File: config.mk
export PLATFORM = sky130hd
export DESIGN_NAME = vlx_seq
export DESIGN_NICKNAME = d
export VERILOG_FILES = /design/src/rtl/vlx_pkg.sv /design/src/rtl/vlx_cfg_table.sv /design/src/rtl/vlx_elem_map.sv /design/src/rtl/vlx_seq.sv
export SDC_FILE = /design/constraint.sdc
export NUM_CORES = 1
export LEC_CHECK = 0
export BUFFER_PORTS_ARGS = -buffer_cell sky130_fd_sc_hd__buf_2
export CAP_MARGIN = 20
export CORE_MARGIN = 2
export CORE_UTILIZATION = 45
export DETAILED_ROUTE_END_ITERATION = 10
export GPL_TIMING_DRIVEN = 1
export SETUP_SLACK_MARGIN = 0.02
export SYNTH_ARGS = -nofsm -noshare
export SYNTH_HDL_FRONTEND = slang
export SYNTH_HIERARCHICAL = 1
export SYNTH_SLANG_ARGS = --single-unit
File: constraint.sdc
create_clock -name clk -period 5.6 [get_ports clk]
set_input_delay 1.12 -clock clk [delete_from_list [all_inputs] [get_ports clk]]
set_output_delay 1.12 -clock clk [all_outputs]
set_load 0.01 [all_outputs]
File: src/rtl/vlx_pkg.sv
package vlx_pkg;
  typedef enum logic {
    SEQ_IDLE = 1'b0,
    SEQ_RUN  = 1'b1
  } seq_state_e;

  localparam int unsigned NUM_OPS = 3;
  localparam int unsigned OP_RD   = 0;
  localparam int unsigned OP_RS1  = 1;
  localparam int unsigned OP_RS2  = 2;
endpackage

File: src/rtl/vlx_cfg_table.sv
module vlx_cfg_table #(
  parameter int unsigned NREG = 32,
  parameter int unsigned VLW  = 6,
  localparam int unsigned IW  = $clog2(NREG)
) (
  input  logic           clk,
  input  logic           rst_n,
  input  logic           we,
  input  logic [IW-1:0]  widx,
  input  logic [VLW-1:0] wvl,
  input  logic [1:0]     wdw,
  input  logic [IW-1:0]  ridx [vlx_pkg::NUM_OPS],
  output logic [VLW-1:0] rvl  [vlx_pkg::NUM_OPS],
  output logic [1:0]     rdw  [vlx_pkg::NUM_OPS]
);
  logic [VLW-1:0] vl_q [NREG];
  logic [1:0]     dw_q [NREG];
  logic [VLW-1:0] wvl_fix;

  assign wvl_fix = (wvl == '0) ? VLW'(1) : wvl;

  for (genvar g = 0; g < NREG; g++) begin : g_entry
    always_ff @(posedge clk or negedge rst_n) begin
      if (!rst_n) begin
        vl_q[g] <= VLW'(1);
        dw_q[g] <= 2'd0;
      end else if (we && widx == IW'(g)) begin
        vl_q[g] <= wvl_fix;
        dw_q[g] <= wdw;
      end
    end
  end

  for (genvar p = 0; p < vlx_pkg::NUM_OPS; p++) begin : g_rd
    assign rvl[p] = vl_q[ridx[p]];
    assign rdw[p] = dw_q[ridx[p]];
  end
endmodule

File: src/rtl/vlx_elem_map.sv
module vlx_elem_map #(
  parameter int unsigned NREG = 32,
  parameter int unsigned VLW  = 6,
  localparam int unsigned IW  = $clog2(NREG),
  localparam int unsigned SW  = IW + VLW + 1
) (
  input  logic [IW-1:0]  base,
  input  logic           is_vec,
  input  logic [VLW-1:0] elem,
  output logic [IW-1:0]  idx,
  output logic           oob
);
  logic [SW-1:0] sum;

  assign sum = SW'(base) + SW'(elem);
  assign oob = is_vec && (sum > SW'(NREG - 1));
  assign idx = is_vec ? sum[IW-1:0] : base;
endmodule

File: src/rtl/vlx_seq.sv
module vlx_seq #(
  parameter int unsigned NREG = 32,
  parameter int unsigned VLW  = 6,
  localparam int unsigned IW  = $clog2(NREG),
  localparam int unsigned PW  = 1 << VLW
) (
  input  logic           clk,
  input  logic           rst_n,
  input  logic           cfg_we,
  input  logic [IW-1:0]  cfg_idx,
  input  logic [VLW-1:0] cfg_vl,
  input  logic [1:0]     cfg_dw,
  input  logic           in_valid,
  output logic           in_ready,
  input  logic [IW-1:0]  in_rd,
  input  logic [IW-1:0]  in_rs1,
  input  logic [IW-1:0]  in_rs2,
  input  logic [PW-1:0]  in_pred,
  output logic           uop_valid,
  input  logic           uop_ready,
  output logic [IW-1:0]  uop_rd,
  output logic [IW-1:0]  uop_rs1,
  output logic [IW-1:0]  uop_rs2,
  output logic [VLW-1:0] uop_elem,
  output logic [1:0]     uop_dw,
  output logic           oob_err
);
  import vlx_pkg::*;

  seq_state_e     state_q;
  logic [IW-1:0]  base_q  [NUM_OPS];
  logic           vec_q   [NUM_OPS];
  logic [VLW-1:0] cnt_q;
  logic [VLW-1:0] elem_q;
  logic [PW-1:0]  pred_q;
  logic [1:0]     dw_q;

  logic [IW-1:0]  in_regs [NUM_OPS];
  logic [VLW-1:0] tbl_vl  [NUM_OPS];
  logic [1:0]     tbl_dw  [NUM_OPS];
  logic [IW-1:0]  map_idx [NUM_OPS];
  logic           map_oob [NUM_OPS];
  logic [VLW-1:0] max_vl;
  logic           run, act, any_oob, adv, last, take;

  assign in_regs[OP_RD]  = in_rd;
  assign in_regs[OP_RS1] = in_rs1;
  assign in_regs[OP_RS2] = in_rs2;

  vlx_cfg_table #(.NREG(NREG), .VLW(VLW)) u_table (
    .clk  (clk),
    .rst_n(rst_n),
    .we   (cfg_we),
    .widx (cfg_idx),
    .wvl  (cfg_vl),
    .wdw  (cfg_dw),
    .ridx (in_regs),
    .rvl  (tbl_vl),
    .rdw  (tbl_dw)
  );

  for (genvar p = 0; p < NUM_OPS; p++) begin : g_map
    vlx_elem_map #(.NREG(NREG), .VLW(VLW)) u_map (
      .base  (base_q[p]),
      .is_vec(vec_q[p]),
      .elem  (elem_q),
      .idx   (map_idx[p]),
      .oob   (map_oob[p])
    );
  end

  always_comb begin
    max_vl = tbl_vl[0];
    for (int p = 1; p < NUM_OPS; p++)
      if (tbl_vl[p] > max_vl) max_vl = tbl_vl[p];
  end

  always_comb begin
    any_oob = 1'b0;
    for (int p = 0; p < NUM_OPS; p++) any_oob = any_oob | map_oob[p];
  end

  assign run      = (state_q == SEQ_RUN);
  assign act      = pred_q[elem_q];
  assign in_ready = !run;
  assign take     = in_valid && in_ready;
  assign adv      = run && (!act || any_oob || uop_ready);
  assign last     = (elem_q == cnt_q - VLW'(1));

  assign uop_valid = run && act && !any_oob;
  assign oob_err   = run && act && any_oob;
  assign uop_rd    = map_idx[OP_RD];
  assign uop_rs1   = map_idx[OP_RS1];
  assign uop_rs2   = map_idx[OP_RS2];
  assign uop_elem  = elem_q;
  assign uop_dw    = dw_q;

  always_ff @(posedge clk or negedge rst_n) begin
    if (!rst_n) begin
      state_q <= SEQ_IDLE;
      cnt_q   <= VLW'(1);
      elem_q  <= '0;
      pred_q  <= '0;
      dw_q    <= 2'd0;
      for (int p = 0; p < NUM_OPS; p++) begin
        base_q[p] <= '0;
        vec_q[p]  <= 1'b0;
      end
    end else if (take) begin
      state_q <= SEQ_RUN;
      cnt_q   <= max_vl;
      elem_q  <= '0;
      pred_q  <= in_pred;
      dw_q    <= tbl_dw[OP_RD];
      for (int p = 0; p < NUM_OPS; p++) begin
        base_q[p] <= in_regs[p];
        vec_q[p]  <= (tbl_vl[p] > VLW'(1));
      end
    end else if (adv) begin
      if (last) state_q <= SEQ_IDLE;
      else      elem_q  <= elem_q + VLW'(1);
    end
  end
endmodule

==> results of run 1 <==
[state kept, by name (all words and copies together) (netlist names)]
name          cells
uop_dw            2
u_table/dw_q     64
vec_q             3
uop_elem          6
cnt_q             6
base_q           15
u_table/vl_q    192
pred_q           64
run               1
[cell usage in the layout (no fill, tap or decap), types with 8 or more instances in the layout]
master / n
clkbuf_16: 44
nand2_1: 269
mux2_2: 288
xnor2_1: 16
o211ai_1: 8
mux4_2: 206
a21o_1: 8
nor2b_1: 10
buf_4: 74
buf_2: 118
nor2_1: 32
mux2i_1: 12
dfstp_2: 33
ha_1: 29
inv_1: 22
buf_12: 11
dfrtp_1: 320
clkinv_2: 12
[critical path, delay by kind of cell]
kind                       cells  cell delay [ps]
muxes                          4             1590
AOI/OAI and AO/OA              9             1520
and+or+nand+nor                2              360
adders and majority gates      2              610
buffers and inverters          2              440
[layout make-up]
class	instances	area, um2
tap	600	751
clock buffer	57	1210
sequential	353	8870
multi-input combinational	1010	11000
fill	3914	21600
clock inverter	23	310
inverter	22	82.6
timing repair buffer	207	1420
[how the worst max path moves through the flow]
stage / to / depth (start not counted) / slack [ps] / from
after global routing: cnt_q[5] / 19 / 120 / in_rs1[1]
final: cnt_q[5] / 19 / 410 / in_rs1[1]
after CTS: cnt_q[5] / 19 / 450 / in_rs1[1]
after floorplan: cnt_q[5] / 21 / 20 / in_rd[2]
after global placement: cnt_q[3] / 19 / 10 / in_rs1[1]
after detailed placement: cnt_q[5] / 19 / -100 / in_rs1[1]
[where the power goes]
group	switching (W)	internal [W]	total (W)
registers	0.000653	0.00328	0.00393
clock network	0.00114	0.00185	0.00298
logic	0.00176	0.00207	0.00382
total	0.00354	0.00719	0.0107
[metrics by stage]
stage,util (%),instances,total power (W),worst slack (ps),hold WS (ps)
finish,52.2,2272,0.0107,413,467
global route,52.2,2272,0.0114,118,486
CTS,52.2,2271,0.0108,454,471
detailed placement,48.8,2191,0.00776,-102,455
global placement,48.8,2188,0.00764,11.1,452
floorplan,-,1509,0.00663,25.0,437
[per-layer routing]
layer | GRT usage (%) | vias to the layer above
met1 | 34.8 | 7244
met5 | 0 | -
met3 | 4.91 | 86
met2 | 39.0 | 475
met4 | 6.87 | 2
li1 | - | 5944
==> summary.txt, run 1 <==
Floorplanning
  – Chip Height: 218 um
  – Row cnt: 78
  – Core area: 0.0453 mm2
  – Die area: 0.0474 mm2
  – Top Ports: 123
  – Initial Utilization: 45.4%
  – Die X: 218 um

Critical path
  – Worst Path Required: 6070 ps
  – Critical Path AT: 5650 ps
  – Max incr delay on CP: 530 ps
  – Most used cell, CP: o21a_1
  – Setup CP Type: primary input to register
  – Startpoint Class: primary input
  – CP Cell Sequence: buf_4 -> buf_4 -> mux4_2 -> mux4_2 -> mux2_2 -> ha_1 -> o21a_1 -> o21a_1 -> o21ai_0 -> a21oi_2 -> mux2i_1 -> ha_1 -> nor2b_1 -> o21a_1 -> o21a_1 -> o21a_1 -> o211ai_1 -> nand3_1 -> o211ai_1
  – Reg2reg setup slack: 900 ps
  – Worst setup EP type: register
  – CP Max Fanout: 12
  – Worst r2r dst: cnt_q[5]
  – R2r startpoint: u_table/vl_q[115]
  – R2R depth: 18
  – Crit path max-delay cell type: mux4_2

Final layout
  – Final instance area: 0.0237 mm2
  – Nets: 1766
  – Share of cells above drive strength 1: 49.3%
  – Area Overhead vs Synth: 15.0%
  – Antenna cell count: 0

Detailed routing
  – Met1 WL: 24800 um
  – DRC: 0
  – Routed Antenna Nets: 0
  – Pre-antenna DRT Iters: 5
  – Wire per inst: 25.1 um
  – First-iteration detailed-routing DRC count: 1249
  – Via count: 13.8k
  – WL met2: 26800 um
  – WL met3: 4060 um
  – Top Layer Used: met5
  – Final WL: 57000 um
  – Drt via density: 6.05

Timing
  – Setup TNS: 0 ps
  – Final period utilization: 92.6%
  – FMAX: 193 MHz
  – Unrepaired setup endpoints after global routing: false
  – Worst-margin pin slew: 1110 ps
  – Period minus WS final: 5190 ps
  – Fin. max-slew vios: 0
  – Clock skew: 16.0 ps
  – Fin. Hold Viols: 0
  – Worst relative slew slack: 25.3%
  – Count of final setup violators: 0

Clock network
  – Worst skew pair latency: 570 ps
  – CTS Sinks: 353
  – Maximum clock path buffer count: 3
  – Cts repair resizes: 0
  – Post-CTS Setup Bufs: 0
  – H-tree levels: 2
  – Hold_buf cts: 0
  – TritonCTS Buffers: 43
  – Clock transition at path regs: 50 ps
  – CTS tree: built
  – Root buffer cell: clkbuf_16

Power
  – Peak supply drop: 0.390 mV
  – Pleak: 10.5 nW
  – PwrDens: 454 mW/mm2

Placed design
  – GPL Wtd Cong: 0.888
  – DP Area: 0.0221 mm2
  – Detailed Place HPWL: 38900 um
  – IO Port Bufs: 122

GRT
  – Pin count of the biggest net entering global routing: 113
  – GR Overflow Total: 0
  – Initial antenna violation count: 2
  – Total track usage: 24.6%
  – Vias in the first global route: 14.1k
  – First-pass GRT wire length: 87600 um

Hold path
  – Hold Path Cell Cnt: 2
  – Worst min-delay path endpoint: pred_q[24]
  – Hold/Removal Path Class: register to register
  – Hold path startpoint: pred_q[24]

Synthesis
  – Post-Synthesis Cells: 1509
  – Syn avg cell area: 13.6 um2
  – Syn_nets: 1638
  – Mapped Area: 0.0206 mm2
  – Syn. warnings: 6

Run status
  – Status: complete, no violations

Run
  – Max-Cap Viols: 0
(Power assumes the default switching activity.)
==> inputs of run 2 (changes only) <==
--- a/config.mk
+++ b/config.mk
@@ -8,9 +8,10 @@
 export BUFFER_PORTS_ARGS = -buffer_cell sky130_fd_sc_hd__buf_2
 export CAP_MARGIN = 20
 export CORE_MARGIN = 2
-export CORE_UTILIZATION = 45
+export CORE_UTILIZATION = 50
 export DETAILED_ROUTE_END_ITERATION = 10
 export GPL_TIMING_DRIVEN = 1
+export PLACE_DENSITY = 0.67
 export SETUP_SLACK_MARGIN = 0.02
 export SYNTH_ARGS = -nofsm -noshare
 export SYNTH_HDL_FRONTEND = slang
==> summary.txt, run 2 (synthesized netlist as in run 1, its figures left out) <==
Detailed routing
  – Via count: 13.7k (was 13.8k)
  – First-iteration detailed-routing DRC count: 1324 (was 1249)
  – Final WL: 54000 um (was 57000 um)
  – Drt via density: 6.24 (was 6.05)
  – Wire per inst: 24.7 um (was 25.1 um)
  – Routed Antenna Nets: 0 (unchanged)
  – DRC: 0 (unchanged)
  – Pre-antenna DRT Iters: 5 (unchanged)

Final layout
  – Commonest non-fill, non-tap cell in the layout: dfrtp_1 (unchanged)
  – Area Overhead vs Synth: 13.5% (was 15.0%)
  – Largest Register: u_table/vl_q (unchanged)
  – FILL cells: 3220 (was 3914)
  – Most frequent cells in the layout: dfrtp_1 (320), mux2_2 (288), nand2_1 (269) (unchanged)
  – Nets: 1757 (was 1766)
  – Max reg flops: 192 (unchanged)
  – Antenna cell count: 0 (unchanged)
  – Biggest regs: u_table/vl_q: 192 flops, pred_q: 64 flops, u_table/dw_q: 64 flops (unchanged)
  – Register area: 0.00887 mm2 (unchanged)
  – Share of cells above drive strength 1: 48.3% (was 49.3%)
  – Fin cells: 2187 (was 2272)
  – Area of the multi-input gates: 0.0110 mm2 (unchanged)

Clock network
  – Post-CTS Setup Bufs: 0 (unchanged)
  – CTS Sinks: 353 (unchanged)
  – Worst skew pair latency: 560 ps (was 570 ps)
  – Root buffer cell: clkbuf_16 (unchanged)
  – Cts repair resizes: 0 (unchanged)
  – TritonCTS Buffers: 40 (was 43)
  – Maximum clock path buffer count: 3 (unchanged)
  – CTS tree: built (unchanged)
  – Hold_buf cts: 0 (unchanged)
  – Clock transition at path regs: 50 ps (about the same)
  – H-tree levels: 2 (unchanged)

Placed design
  – IO Port Bufs: 122 (unchanged)
  – GPL Wtd Cong: 0.909 (was 0.888)
  – Pre-CTS setup slack: -197 ps (was -102 ps)
  – Inst Count DP: 2115 (was 2191)
  – Detailed Place HPWL: 36800 um (was 38900 um)

Hold path
  – Hold Path Cell Cnt: 2 (unchanged)
  – Hold/Removal Path Class: register to register (unchanged)

Timing
  – Fin worst setup slack: 285 ps (was 413 ps)
  – Fin. Hold Viols: 0 (unchanged)
  – FMAX: 188 MHz (was 193 MHz)
  – Worst relative slew slack: 23.5% (was 25.3%)
  – Unrepaired setup endpoints after global routing: false (unchanged)
  – Count of final setup violators: 0 (unchanged)
  – Final period utilization: 94.9% (was 92.6%)
  – Fin. max-slew vios: 0 (unchanged)
  – Period minus WS final: 5320 ps (was 5190 ps)
  – Setup TNS: 0 ps (unchanged)
  – Clock skew: 16.4 ps (was 16.0 ps)
  – Worst-margin pin slew: 1140 ps (was 1110 ps)

Critical path
  – CP delay by family, top: multiplexers (unchanged)
  – Crit path max-delay cell type: mux4_2 (unchanged)
  – CP Max Fanout: 13 (was 12)
  – Worst setup EP type: register (unchanged)
  – Startpoint Class: primary input (unchanged)
  – Most used cell, CP: o21a_1 (unchanged)
  – Worst Path Required: 6050 ps (was 6070 ps)
  – Critical Path Stages: 19 (unchanged)
  – Setup CP Type: primary input to register (unchanged)
  – Max incr delay on CP: 500 ps (was 530 ps)
  – Critical Path AT: 5760 ps (was 5650 ps)
  – CP Cell Sequence: buf_4 -> buf_12 -> mux4_2 -> mux4_2 -> mux2_2 -> ha_1 -> o21a_1 -> o21a_1 -> o21ai_0 -> a21oi_2 -> mux2i_1 -> ha_1 -> nor2b_1 -> o21a_1 -> o21a_1 -> o21a_1 -> o211ai_1 -> nand3_1 -> o211ai_1 (was buf_4 -> buf_4 -> mux4_2 -> mux4_2 -> mux2_2 -> ha_1 -> o21a_1 -> o21a_1 -> o21ai_0 -> a21oi_2 -> mux2i_1 -> ha_1 -> nor2b_1 -> o21a_1 -> o21a_1 -> o21a_1 -> o211ai_1 -> nand3_1 -> o211ai_1)
  – CP bufs+invs: 2 (unchanged)
  – R2R depth: 18 (unchanged)

Power
  – Peak supply drop: 0.201 mV (was 0.390 mV)
  – Pleak: 10.3 nW (was 10.5 nW)
  – Switching Share: 33.5% (was 33.0%)
  – Reg power frac: 38.6% (was 36.6%)
  – Clock Power Share: 24.5% (was 27.8%)
  – Internal Power: 0.00682 W (was 0.00719 W)
  – Switch Pwr: 0.00344 W (was 0.00354 W)
  – Comb power frac: 36.9% (was 35.6%)
  – PwrDens: 440 mW/mm2 (was 454 mW/mm2)

Run
  – Max-Cap Viols: 0 (unchanged)

Floorplanning
  – Die area: 0.0428 mm2 (was 0.0474 mm2)
  – Core area: 0.0407 mm2 (was 0.0453 mm2)
  – Die X: 207 um (was 218 um)
  – Row cnt: 74 (was 78)
  – Initial Utilization: 50.5% (was 45.4%)
  – Top Ports: 123 (unchanged)
  – Chip Height: 207 um (was 218 um)

GRT
  – Vias in the first global route: 14.0k (was 14.1k)
  – Pin count of the biggest net entering global routing: 154 (was 113)
  – First-pass GRT wire length: 83400 um (was 87600 um)
  – Initial antenna violation count: 1 (was 2)
  – GR Overflow Total: 0 (unchanged)
  – Total track usage: 26.2% (was 24.6%)

Run status
  – Status: complete, no violations (unchanged)
[run 2: cell count changes in the layout (fill, tap and decap cells not counted), sizes merged]
cell / delta
bufinv: -6
clkbuf: +6
buf: -6
clkinvlp: -1
clkinv: -10
[run 2: metrics by stage]
stage               util, %  instance area, um2  hold WS [ps]  total power, W
floorplan                 -               20600           437         0.00663
global route           57.3               23300           485          0.0109
CTS                    57.2               23300           468          0.0103
finish                 57.3               23300           468          0.0103
detailed placement     54.1               22100           454         0.00776
global placement       54.1               22000           452         0.00761
[run 2: layout make-up]
type	count	area share [%]
Timing Repair Buffer	201	6.26
Inverter	22	0.354
Sequential cell	353	38.0
Multi-Input combinational cell	1010	47.2
Clock inverter	6	0.311
Clock buffer	63	5.00
Tap cell	532	2.85
[run 2: power by group through the flow]
| stage | clock, W | combinational (W) | sequential (W) |
|---|---|---|---|
| 4_1_cts | 0.00256 | 0.00379 | 0.00395 |
| 2_1_floorplan | 0 | 0.00295 | 0.00368 |
| 6_report | 0.00251 | 0.00378 | 0.00396 |
| 3_5_place_dp | 0 | 0.00377 | 0.00399 |
| 3_3_place_gp | 0 | 0.00366 | 0.00395 |
| 5_1_grt | 0.00268 | 0.00417 | 0.00406 |
[run 2: worst paths after layout]
kind	startpoint	endpoint	slack [ps]
setup / recovery	in_rs1[1]	cnt_q[1]	280
hold / removal	pred_q[7]	pred_q[7]	470
setup reg to reg	u_table/vl_q[1]	cnt_q[1]	810
hold reg to reg	pred_q[7]	pred_q[7]	470
max in group asynchronous	rst_n	u_table/vl_q[89]	3740
min in group asynchronous	rst_n	base_q[0]	550
[run 2: worst register-to-register path: stages, from the launching register on]
cell,delay (ps)
dfrtp_1,420
mux4_2,480
mux4_2,500
mux2_2,290
ha_1,320
nor2b_1,140
o21a_1,170
o21a_1,160
o21ai_0,200
a21oi_2,130
mux2i_1,230
ha_1,290
nor2b_1,140
o21a_1,160
o21a_1,170
o21a_1,180
o211ai_1,170
nand3_1,230
o211ai_1,330
[run 2: per-layer routing]
metal	GRT usage (%)	up-vias	wire length [um]
met3	6.09	125	4360
met2	40.4	549	25100
met5	0	-	13
met4	8.49	2	1530
li1	-	5905	-
met1	37.0	7076	22900
